<file path="config.mk">
export PLATFORM = sky130hd
export DESIGN_NAME = erase_range_walker
export DESIGN_NICKNAME = d
export VERILOG_FILES = /design/src/rtl/erw_pkg.sv /design/src/rtl/erw_region_lookup.sv /design/src/rtl/erw_req_check.sv /design/src/rtl/erw_stepper.sv /design/src/rtl/erase_range_walker.sv
export SDC_FILE = /design/constraint.sdc
export NUM_CORES = 1
export LEC_CHECK = 0
export ABC_CLOCK_PERIOD_IN_PS = 10200
export BUFFER_PORTS_ARGS = -buffer_cell sky130_fd_sc_hd__buf_2
export CAP_MARGIN = 10
export CORE_UTILIZATION = 35
export DETAILED_ROUTE_END_ITERATION = 12
export GPL_ROUTABILITY_DRIVEN = 0
export HOLD_SLACK_MARGIN = 0.03
export MAX_ROUTING_LAYER = met4
export PLACE_DENSITY_LB_ADDON = 0.25
export SLEW_MARGIN = 20
export SYNTH_ARGS = -nofsm -noshare
export SYNTH_HDL_FRONTEND = slang
export SYNTH_SLANG_ARGS = --single-unit
</file>
<file path="constraint.sdc">
create_clock -name clk -period 10.2 [get_ports clk]
set_input_delay 0.51 -clock clk [delete_from_list [all_inputs] [get_ports clk]]
set_output_delay 0.51 -clock clk [all_outputs]
set_load 0.01 [all_outputs]
</file>
<file path="src/rtl/erw_pkg.sv">
// Shared types for the erase range walker.
// Assumes: status codes are visible at the block's ports and must stay fixed.
package erw_pkg;

    typedef enum logic [1:0] {
        ST_OK      = 2'd0,
        ST_INVALID = 2'd1,
        ST_FAILED  = 2'd2
    } erw_status_e;

    typedef enum logic {
        PH_IDLE = 1'b0,
        PH_WALK = 1'b1
    } erw_phase_e;

endpackage

</file>
<file path="src/rtl/erw_region_lookup.sv">
// Region lookup: says which of the two erase regions an address falls in,
// and whether the address sits on a block boundary of that region.
// Assumes: SPLIT is the first byte of the large-block region; an address
// equal to SPLIT belongs to the large-block region.
module erw_region_lookup #(
    parameter int ADDR_W = 32,
    parameter int SHIFT0 = 14,
    parameter int SHIFT1 = 17,
    parameter logic [ADDR_W:0] SPLIT = '0
) (
    input  logic [ADDR_W:0] addr,
    output logic            rgn,
    output logic            aligned
);

    // Region decision and alignment against that region's block size.
    always_comb begin
        rgn = (addr >= SPLIT);
        if (rgn) begin
            aligned = (addr[SHIFT1-1:0] == '0);
        end else begin
            aligned = (addr[SHIFT0-1:0] == '0);
        end
    end

endmodule

</file>
<file path="src/rtl/erw_req_check.sv">
// Request checker: judges a (start, length) request in one combinational
// pass. Start and end are each checked against their own region, and the
// end is checked against the device size.
// Assumes: length is unsigned; the sum is formed one bit wider so that it
// cannot wrap.
module erw_req_check #(
    parameter int ADDR_W = 32,
    parameter int SHIFT0 = 14,
    parameter int SHIFT1 = 17,
    parameter logic [ADDR_W:0] SPLIT   = '0,
    parameter logic [ADDR_W:0] DEV_END = '0
) (
    input  logic [ADDR_W-1:0] addr,
    input  logic [ADDR_W-1:0] len,
    output logic              is_zero,
    output logic              is_valid,
    output logic              start_rgn
);

    logic [ADDR_W:0] start_w;
    logic [ADDR_W:0] end_w;
    logic            start_al;
    logic            end_rgn;
    logic            end_al;
    logic            fits;

    // Widen operands and form the exclusive end address.
    always_comb begin
        start_w = {1'b0, addr};
        end_w   = {1'b0, addr} + {1'b0, len};
    end

    erw_region_lookup #(
        .ADDR_W(ADDR_W), .SHIFT0(SHIFT0), .SHIFT1(SHIFT1), .SPLIT(SPLIT)
    ) u_start_lk (
        .addr(start_w), .rgn(start_rgn), .aligned(start_al)
    );

    erw_region_lookup #(
        .ADDR_W(ADDR_W), .SHIFT0(SHIFT0), .SHIFT1(SHIFT1), .SPLIT(SPLIT)
    ) u_end_lk (
        .addr(end_w), .rgn(end_rgn), .aligned(end_al)
    );

    // Only an end in the top region can reach past the device.
    always_comb begin
        fits     = end_rgn ? (end_w <= DEV_END) : 1'b1;
        is_zero  = (len == '0);
        is_valid = start_al && end_al && fits;
    end

endmodule

</file>
<file path="src/rtl/erw_stepper.sv">
// Walk stepper: holds the current block address, the remaining length and
// the region index. On each step it advances address and length by the
// current region's block size, and moves the region index on at the
// region boundary.
// Assumes: it is loaded only with a validated request, so the remaining
// length is always a whole number of current-region blocks.
module erw_stepper #(
    parameter int ADDR_W = 32,
    parameter int SHIFT0 = 14,
    parameter int SHIFT1 = 17,
    parameter logic [ADDR_W:0] SPLIT = '0
) (
    input  logic              clk,
    input  logic              rst_n,
    input  logic              active,
    input  logic              load,
    input  logic [ADDR_W-1:0] ld_addr,
    input  logic [ADDR_W-1:0] ld_len,
    input  logic              ld_rgn,
    input  logic              step,
    output logic [ADDR_W:0]   cur_addr,
    output logic              last
);

    localparam logic [ADDR_W:0] SIZE0 = (ADDR_W+1)'(1) << SHIFT0;
    localparam logic [ADDR_W:0] SIZE1 = (ADDR_W+1)'(1) << SHIFT1;

    logic [ADDR_W:0] rem_len;
    logic            rgn;
    logic [ADDR_W:0] blk_size;
    logic [ADDR_W:0] nxt_addr;
    logic            lk_rgn;
    logic            lk_al;

    // Step size from the tracked region and the address after this block.
    always_comb begin
        blk_size = rgn ? SIZE1 : SIZE0;
        nxt_addr = cur_addr + blk_size;
        last     = (rem_len == blk_size);
    end

    // Walk registers: load a request, then advance one block per step.
    always_ff @(posedge clk) begin
        if (!rst_n) begin
            cur_addr <= '0;
            rem_len  <= '0;
            rgn      <= 1'b0;
        end else if (load) begin
            cur_addr <= {1'b0, ld_addr};
            rem_len  <= {1'b0, ld_len};
            rgn      <= ld_rgn;
        end else if (step) begin
            cur_addr <= nxt_addr;
            rem_len  <= rem_len - blk_size;
            if (!rgn && (nxt_addr == SPLIT)) begin
                rgn <= 1'b1;
            end
        end
    end

    // Independent region decode of the current address, for checking only.
    erw_region_lookup #(
        .ADDR_W(ADDR_W), .SHIFT0(SHIFT0), .SHIFT1(SHIFT1), .SPLIT(SPLIT)
    ) u_chk_lk (
        .addr(cur_addr), .rgn(lk_rgn), .aligned(lk_al)
    );

    // tracked region index agrees with the address it is stepping.
    assert_rgn_tracks_addr_R6: assert property (@(posedge clk) disable iff (!rst_n)
        active |-> (rgn == lk_rgn));

    // every block walked lies on a boundary of its own region.
    assert_block_aligned_R1: assert property (@(posedge clk) disable iff (!rst_n)
        active |-> lk_al);

    // a non-final step leaves at least one more block of length.
    assert_rem_covers_step_R6: assert property (@(posedge clk) disable iff (!rst_n)
        step |-> (rem_len > blk_size));

endmodule

</file>
<file path="src/rtl/erase_range_walker.sv">
// Erase range walker (top): accepts a start/length request while idle,
// validates it against the two-region map, then requests one block erase
// at a time from the erase engine until the range is covered or a block
// fails. Completion is a one-cycle done pulse with a held status code.
// Assumes: blk_fail is only meaningful with blk_ack; the engine handles
// one block at a time.
module erase_range_walker #(
    parameter int ADDR_W    = 32,
    parameter int R0_SHIFT  = 14,
    parameter int R0_BLOCKS = 8,
    parameter int R1_SHIFT  = 17,
    parameter int R1_BLOCKS = 31
) (
    input  logic              clk,
    input  logic              rst_n,
    input  logic              start,
    input  logic [ADDR_W-1:0] req_addr,
    input  logic [ADDR_W-1:0] req_len,
    output logic              busy,
    output logic              done,
    output logic [1:0]        status,
    output logic              blk_req,
    output logic [ADDR_W-1:0] blk_addr,
    input  logic              blk_ack,
    input  logic              blk_fail
);
    import erw_pkg::*;

    localparam logic [ADDR_W:0] R1_BASE = (ADDR_W+1)'(R0_BLOCKS) << R0_SHIFT;
    localparam logic [ADDR_W:0] DEV_END = R1_BASE + ((ADDR_W+1)'(R1_BLOCKS) << R1_SHIFT);

    erw_phase_e      phase;
    logic            done_q;
    erw_status_e     status_q;
    logic            rq_zero;
    logic            rq_valid;
    logic            rq_rgn;
    logic            accept;
    logic            load;
    logic            step;
    logic            st_last;
    logic [ADDR_W:0] cur_addr;

    erw_req_check #(
        .ADDR_W(ADDR_W), .SHIFT0(R0_SHIFT), .SHIFT1(R1_SHIFT),
        .SPLIT(R1_BASE), .DEV_END(DEV_END)
    ) u_check (
        .addr(req_addr), .len(req_len),
        .is_zero(rq_zero), .is_valid(rq_valid), .start_rgn(rq_rgn)
    );

    // Decode when to load the stepper and when to advance it.
    always_comb begin
        accept = (phase == PH_IDLE) && start;
        load   = accept && !rq_zero && rq_valid;
        step   = (phase == PH_WALK) && blk_ack && !blk_fail && !st_last;
    end

    erw_stepper #(
        .ADDR_W(ADDR_W), .SHIFT0(R0_SHIFT), .SHIFT1(R1_SHIFT), .SPLIT(R1_BASE)
    ) u_step (
        .clk(clk), .rst_n(rst_n), .active(phase == PH_WALK),
        .load(load), .ld_addr(req_addr), .ld_len(req_len), .ld_rgn(rq_rgn),
        .step(step), .cur_addr(cur_addr), .last(st_last)
    );

    // Control: phase, completion pulse and held status.
    always_ff @(posedge clk) begin
        if (!rst_n) begin
            phase    <= PH_IDLE;
            done_q   <= 1'b0;
            status_q <= ST_OK;
        end else begin
            done_q <= 1'b0;
            if (phase == PH_IDLE) begin
                if (start) begin
                    if (rq_zero) begin
                        done_q   <= 1'b1;
                        status_q <= ST_OK;
                    end else if (!rq_valid) begin
                        done_q   <= 1'b1;
                        status_q <= ST_INVALID;
                    end else begin
                        phase <= PH_WALK;
                    end
                end
            end else if (blk_ack) begin
                if (blk_fail) begin
                    phase    <= PH_IDLE;
                    done_q   <= 1'b1;
                    status_q <= ST_FAILED;
                end else if (st_last) begin
                    phase    <= PH_IDLE;
                    done_q   <= 1'b1;
                    status_q <= ST_OK;
                end
            end
        end
    end

    // Port drive.
    always_comb begin
        busy     = (phase == PH_WALK);
        blk_req  = (phase == PH_WALK);
        blk_addr = cur_addr[ADDR_W-1:0];
        done     = done_q;
        status   = status_q;
    end

    // an unacknowledged request is held with its address.
    assert_req_held_R7: assert property (@(posedge clk) disable iff (!rst_n)
        (blk_req && !blk_ack) |=> (blk_req && $stable(blk_addr)));

    // completion is a single-cycle pulse.
    assert_done_pulse_R9: assert property (@(posedge clk) disable iff (!rst_n)
        done |=> !done);

    // no completion while a block is being requested.
    assert_done_excl_R9: assert property (@(posedge clk) disable iff (!rst_n)
        !(done && (blk_req || busy)));

    // requested blocks stay inside the device.
    assert_in_device_R4: assert property (@(posedge clk) disable iff (!rst_n)
        blk_req |-> (cur_addr < DEV_END));

    // a failed block ends the walk with the failed code.
    assert_fail_stops_R8: assert property (@(posedge clk) disable iff (!rst_n)
        (blk_req && blk_ack && blk_fail) |=> (!blk_req && done && status == 2'd2));

    // status only changes alongside a completion pulse.
    assert_status_hold_R9: assert property (@(posedge clk) disable iff (!rst_n)
        !done |=> (done || $stable(status)));

endmodule

</file>
# == After elaboration in Yosys (flattened, before gate mapping) ==
# Index checks and enable logic that the tools add are counted.
# op_classes
n_addsub,3
n_lt_le_gt_ge,3
eq_ne,5
muxes,32
bitwise,2
reduce_logical,24
# ops
operator,n
$mux 32,4
$logic_not 17->1,2
$add 32x32->33,1
$add 33x18->33,1
$eq 33x18->1,1
$eq 33x18->1 const B,1
$ge 33x18->1 const B,1
$le 33x23->1 const B,1
$sub 33x18->33,1
$ge 32x18->1 const B,1
$logic_not 32->1,1
$logic_not 14->1,2
$mux 1,20
$mux 18,1
$mux 2,7
$logic_and 1x1->1,9
$reduce_bool 2->1,3
$logic_not 1->1,4
$reduce_and 4->1,1
$ne 3x2->1 const B,1
$ne 3x3->1 const B,1
$ne 2x2->1 const B,1
$not 1->1,2
$reduce_and 2->1,1
$reduce_or 2->1,1
# totals
ff_bits,71
in_bits,69
word_cells,77

# == Logic depth before layout (Yosys ltp) ==
# depth
ltp_word,9
mapped_depth,14
mapped_depth_nobuf,13

# == Hierarchy ==
# Synthesis repeated with hierarchy kept, for this count alone.
# hier_totals
cells_unflattened,766
area_unflattened_um2,6077.1
# by_module_without_submodules
mod,instances,cells_per_inst,area_per_inst_um2,seq_area_each_um2
erw_stepper,1,416,3560.9,1341.3
erw_req_check,1,303,2138.3,0.0
erase_range_walker,1,23,215.2,80.1
erw_region_lookup,2,12,81.3,0.0

# == Worst setup path after synthesis ==
# No wires, ideal clock.
# synth_timing
path_type,input to register
startpoint,in req_addr[0]
endpoint,reg u_step.rem_len[31]
setup_time_ps,134
arrival_ps,3526
setup_slack_ps,6540
cell_stages,14
cell_sequence,ha_1 > fa_1 > a211oi_2 > o21ai_2 > o211a_1 > a211oi_2 > xnor2_1 > or2_2 > a2bb2oi_1 > or4b_1 > buf_6 > buf_6 > nor3_1 > a211oi_2
# synth_between
elab_chain_len,7
# synth_lines
element,line,source
"start, declared",erase_range_walker.sv:17,"input logic [ADDR_W-1:0] req_addr,"
$add 32x32->33,erw_req_check.sv:30,"end_w = {1'b0, addr} + {1'b0, len};"
"$ge 33x18->1, or another cell as far along",erw_region_lookup.sv:18,rgn = (addr >= SPLIT);
$mux 1,erw_region_lookup.sv:19,if (rgn) begin
$logic_and 1x1->1,erw_req_check.sv:49,is_valid = start_al && end_al && fits;
$logic_and 1x1->1 (*),erw_req_check.sv:49,
$logic_and 1x1->1 (*),erase_range_walker.sv:55,load = accept && !rq_zero && rq_valid;
$mux 32 or $reduce_bool 2->1 (tied branches),-,
"end signal, assigned",erw_stepper.sv:50,"rem_len <= {1'b0, ld_len};"
"end signal, assigned",erw_stepper.sv:54,rem_len <= rem_len - blk_size;
"end, declared",erw_stepper.sv:28,logic [ADDR_W:0] rem_len;
# Mark *: on every way between the ends. The rest lies on a longest branch, timed or not.
# A chain may end at the register's enable or synchronous reset.

# == Worst setup path after layout ==
# layout_timing
startpoint,in req_len[0]
endpoint,reg u_step.rem_len[31]
# layout_between
elab_chain_len,7
# layout_lines
element,line,source
"start, declared",erase_range_walker.sv:18,"input logic [ADDR_W-1:0] req_len,"
$add 32x32->33,erw_req_check.sv:30,
"$ge 33x18->1, or another cell as far along",erw_region_lookup.sv:18,
$mux 1,erw_region_lookup.sv:19,
$logic_and 1x1->1 (2 in a row),erw_req_check.sv:49,
$logic_and 1x1->1 (*),erase_range_walker.sv:55,
$mux 32 or $reduce_bool 2->1 (tied branches),-,
# Marks and branches as above.

==> results.cfg <==
[worst_setup_path]
r2r_slack_ps = 6710
r2r_start = u_step.rgn
cp.required_ps = 10380
worst-path-stages = 13
setup.worst_path.end_class = flip-flop
r2r_end = u_step.rem_len[31]
worstPathArrival_ps = 4170
cpPeakStageDelay_ps = 530
crit_path_cell_trace = buf_2, ha_1, fa_1, xor2_1, or4_1, nor4_1, nand4_1, nor4_1, nand4bb_1, or4b_4, buf_6, nor3_1, a211oi_2
startpoint = req_len[0]
crit_family = simple AND/OR/NAND/NOR gates
crit_slowest_cell = or4b_4
crit_end = u_step.rem_len[31]
rr_worst_depth = 13
path_max_fanout = 100
crit_path_frequent_cell = nor4_1
worstSetupPathType = in2reg
critPathBufInv = 2
worst_setup_path_start_kind = input port

[floorplanning]
core_um2 = 17200
die_x_um = 134
initial_utilization = 0.357
fp-row-count = 48
io_pins = 106
die_y_um = 134
dieArea_um2 = 18100

[route]
postRouteAntennaNets = 0
initialDrtViolationCount = 481
drc = 0
num_vias = 5805
avgViaCountPerCell = 5.55
first_pass_iters = 7
wl_um = 18000
wl_per_cell_um = 17.2

[clock_network]
cts_htree_levels = 3
cts-root-buf = clkbuf_16
clockBufferDepth = 2
clk_pin_slew_ps = 60
cts_buffers = 9
cts_resized = 0
clock_sinks = 71
holdBufCountCts = 0
clkLatencyLatePin_ps = 330
cts_tree = built
post-cts-setup-buffer-count = 0

[layout]
instances_no_fill = 1046
nets = 924
final_cell_mix = buf_2, nor2_1, dfxtp_1
layout-drive-gt1-share = 0.201
final_common_cell = buf_2
area_growth_pct = 11.4
utilization = 0.398
final_area_um2 = 6830
antenna-diode-count = 0

[sta]
hold_viol = 0
relSlewSlack = 0.436
fin_tns_setup_ps = 0
worst_slew_pin_slew_ps = 847
finalMaxSlewViolations = 0
finalSetupViolCount = 0
finalCritPeriodShare = 0.391
rsz0062_at_grt = no
finClkSkew_ps = 8.44
min_period_ps = 3990
max_freq_mhz = 250

[grt]
grtUsageTotal = 0.206
antenna_found_initial = 0
grt_pass1_vias = 5413
grt_max_degree = 101
grt_overflow = 0
grt_first_pass_wirelength_um = 28400

[power]
total_power_uw = 780
power_leakage_uw = 0.00300
p_comb_frac = 0.243
seqPwrFrac = 0.357
worst_ir_drop_vdd_v = 0.0000839
sw_frac_of_total = 0.309
p_clk_frac = 0.401
p_int_uw = 539
switchingPower_uw = 241
p_per_area_nw_per_um2 = 114

[yosys]
synthFlopType = dfxtp_1
synth_fp_nets = 877
syn_inst = 769
synth_seq_cells = 71
netlist_area_um2 = 6130
syn_avg_cell_area_um2 = 7.97
synth_edf_count = 0
yosys_warnings = 0
seq_area_frac_synth = 0.232
async_reset_ff_frac = 0
ys_types = 70

[outcome]
run_status = finished, final reports clean

[hold_path]
hold_path_class = in2reg

[placed_design]
place_area_um2 = 6530
dp.cells = 1030
dp.final_hpwl_um = 14100
portBuffers = 105

[run]
drv_cap = 0
-- metrics by stage --
step	hold WS [ps]	worst slack (ps)
2_1_floorplan	454	6540
3_3_place_gp	467	5760
3_5_place_dp	484	5680
4_1_cts	443	6040
5_1_grt	460	5870
6_report	452	6210
-- tightest hold or removal path, delay by kind of cell --
kind / cells / cell delay, ps
buffers and inverters: 1 / 110
muxes: 1 / 60
and+or+nand+nor: 1 / 70
-- cell type report --
cell class              instances  area, µm²
fillers                      1822      10300
inverters                      12       45.0
repair buffers                108        552
multi-input cells             614       4230
flip-flops and latches         71       1420
clock inverters                 7       72.6
clock buffers                   9        225
well taps                     225        282
-- layer usage --
layer	wire (µm)	GRT usage	up-vias
met5	0	-	-
met4	505	0.0774	0
met3	709	0.0227	31
met2	8370	0.333	128
met1	8400	0.263	2707
li1	-	-	2939
-- how the worst min path moves through the flow --
| stage | cells after the start | to | slack, ps | from |
|---|---|---|---|---|
| finish | 3 | u_step.rem_len[8] | 450 | req_len[8] |
| global route | 3 | u_step.rem_len[0] | 460 | req_len[0] |
| CTS | 3 | u_step.rem_len[8] | 440 | req_len[8] |
| detailed placement | 1 | u_step.cur_addr[12] | 480 | u_step.cur_addr[12] |
| global placement | 2 | u_step.rem_len[6] | 470 | u_step.rem_len[6] |
| floorplan | 2 | u_step.rem_len[0] | 450 | u_step.rem_len[0] |
-- kinds of logic (layout without fill, tap and decap cells) --
family | Yosys count | after routing | synth area share
multiplexers | 28 | 28 | 0.0461
buffers and inverters | 84 | 136 | 0.0783
AO/OA/AOI/OAI | 194 | 194 | 0.237
adder cells (fa/ha/maj) | 39 | 39 | 0.0808
XOR/XNOR | 57 | 57 | 0.0814
AND/OR/NAND/NOR | 296 | 296 | 0.245
flip-flops | 71 | 71 | 0.232
-- sequential cells by signal (all words and copies together) (netlist names) --
name / cells
done: 1
status: 2
blk_req: 1
u_step.cur_addr: 33
u_step.rem_len: 33
u_step.rgn: 1
-- power by group through the flow --
stage	combinational (µW)	sequential, µW	clock [µW]
after floorplan	127	284	0
after global placement	187	284	0
after detailed placement	186	284	0
after CTS	187	278	319
after global routing	207	278	331
final	189	278	313
-- synth_stat cells (3+ instances only) --
library cell	n	area (µm²)
nor3_1	30	150
ha_1	38	475
or4_1	6	45.0
buf_2	8	40.0
nand4_1	16	100
a31oi_1	9	56.3
a2bb2oi_1	3	26.3
o2111ai_1	3	26.3
or3_1	9	56.3
and3_1	27	169
nand3_1	13	65.1
buf_6	4	45.0
mux2i_1	26	260
a21oi_1	42	210
and2_1	3	18.8
o211ai_1	10	75.1
o22ai_1	4	25.0
a21o_1	7	52.6
a41oi_1	3	26.3
xor2_1	32	280
o211a_1	5	50.1
o21ai_0	31	155
dfxtp_1	71	1420
nor4_1	26	163
and4_1	5	43.8
nand2_1	55	206
clkbuf_1	25	93.8
xnor2_1	25	219
a211oi_1	14	105
nor2_1	83	312
nor2b_1	7	43.8
nand2b_1	4	25.0
buf_4	33	248
or2_2	3	18.8
o21a_1	9	67.6
a211oi_2	22	275
a22oi_1	3	22.5
inv_1	12	45.0
Power figures use the tool's default switching activity.
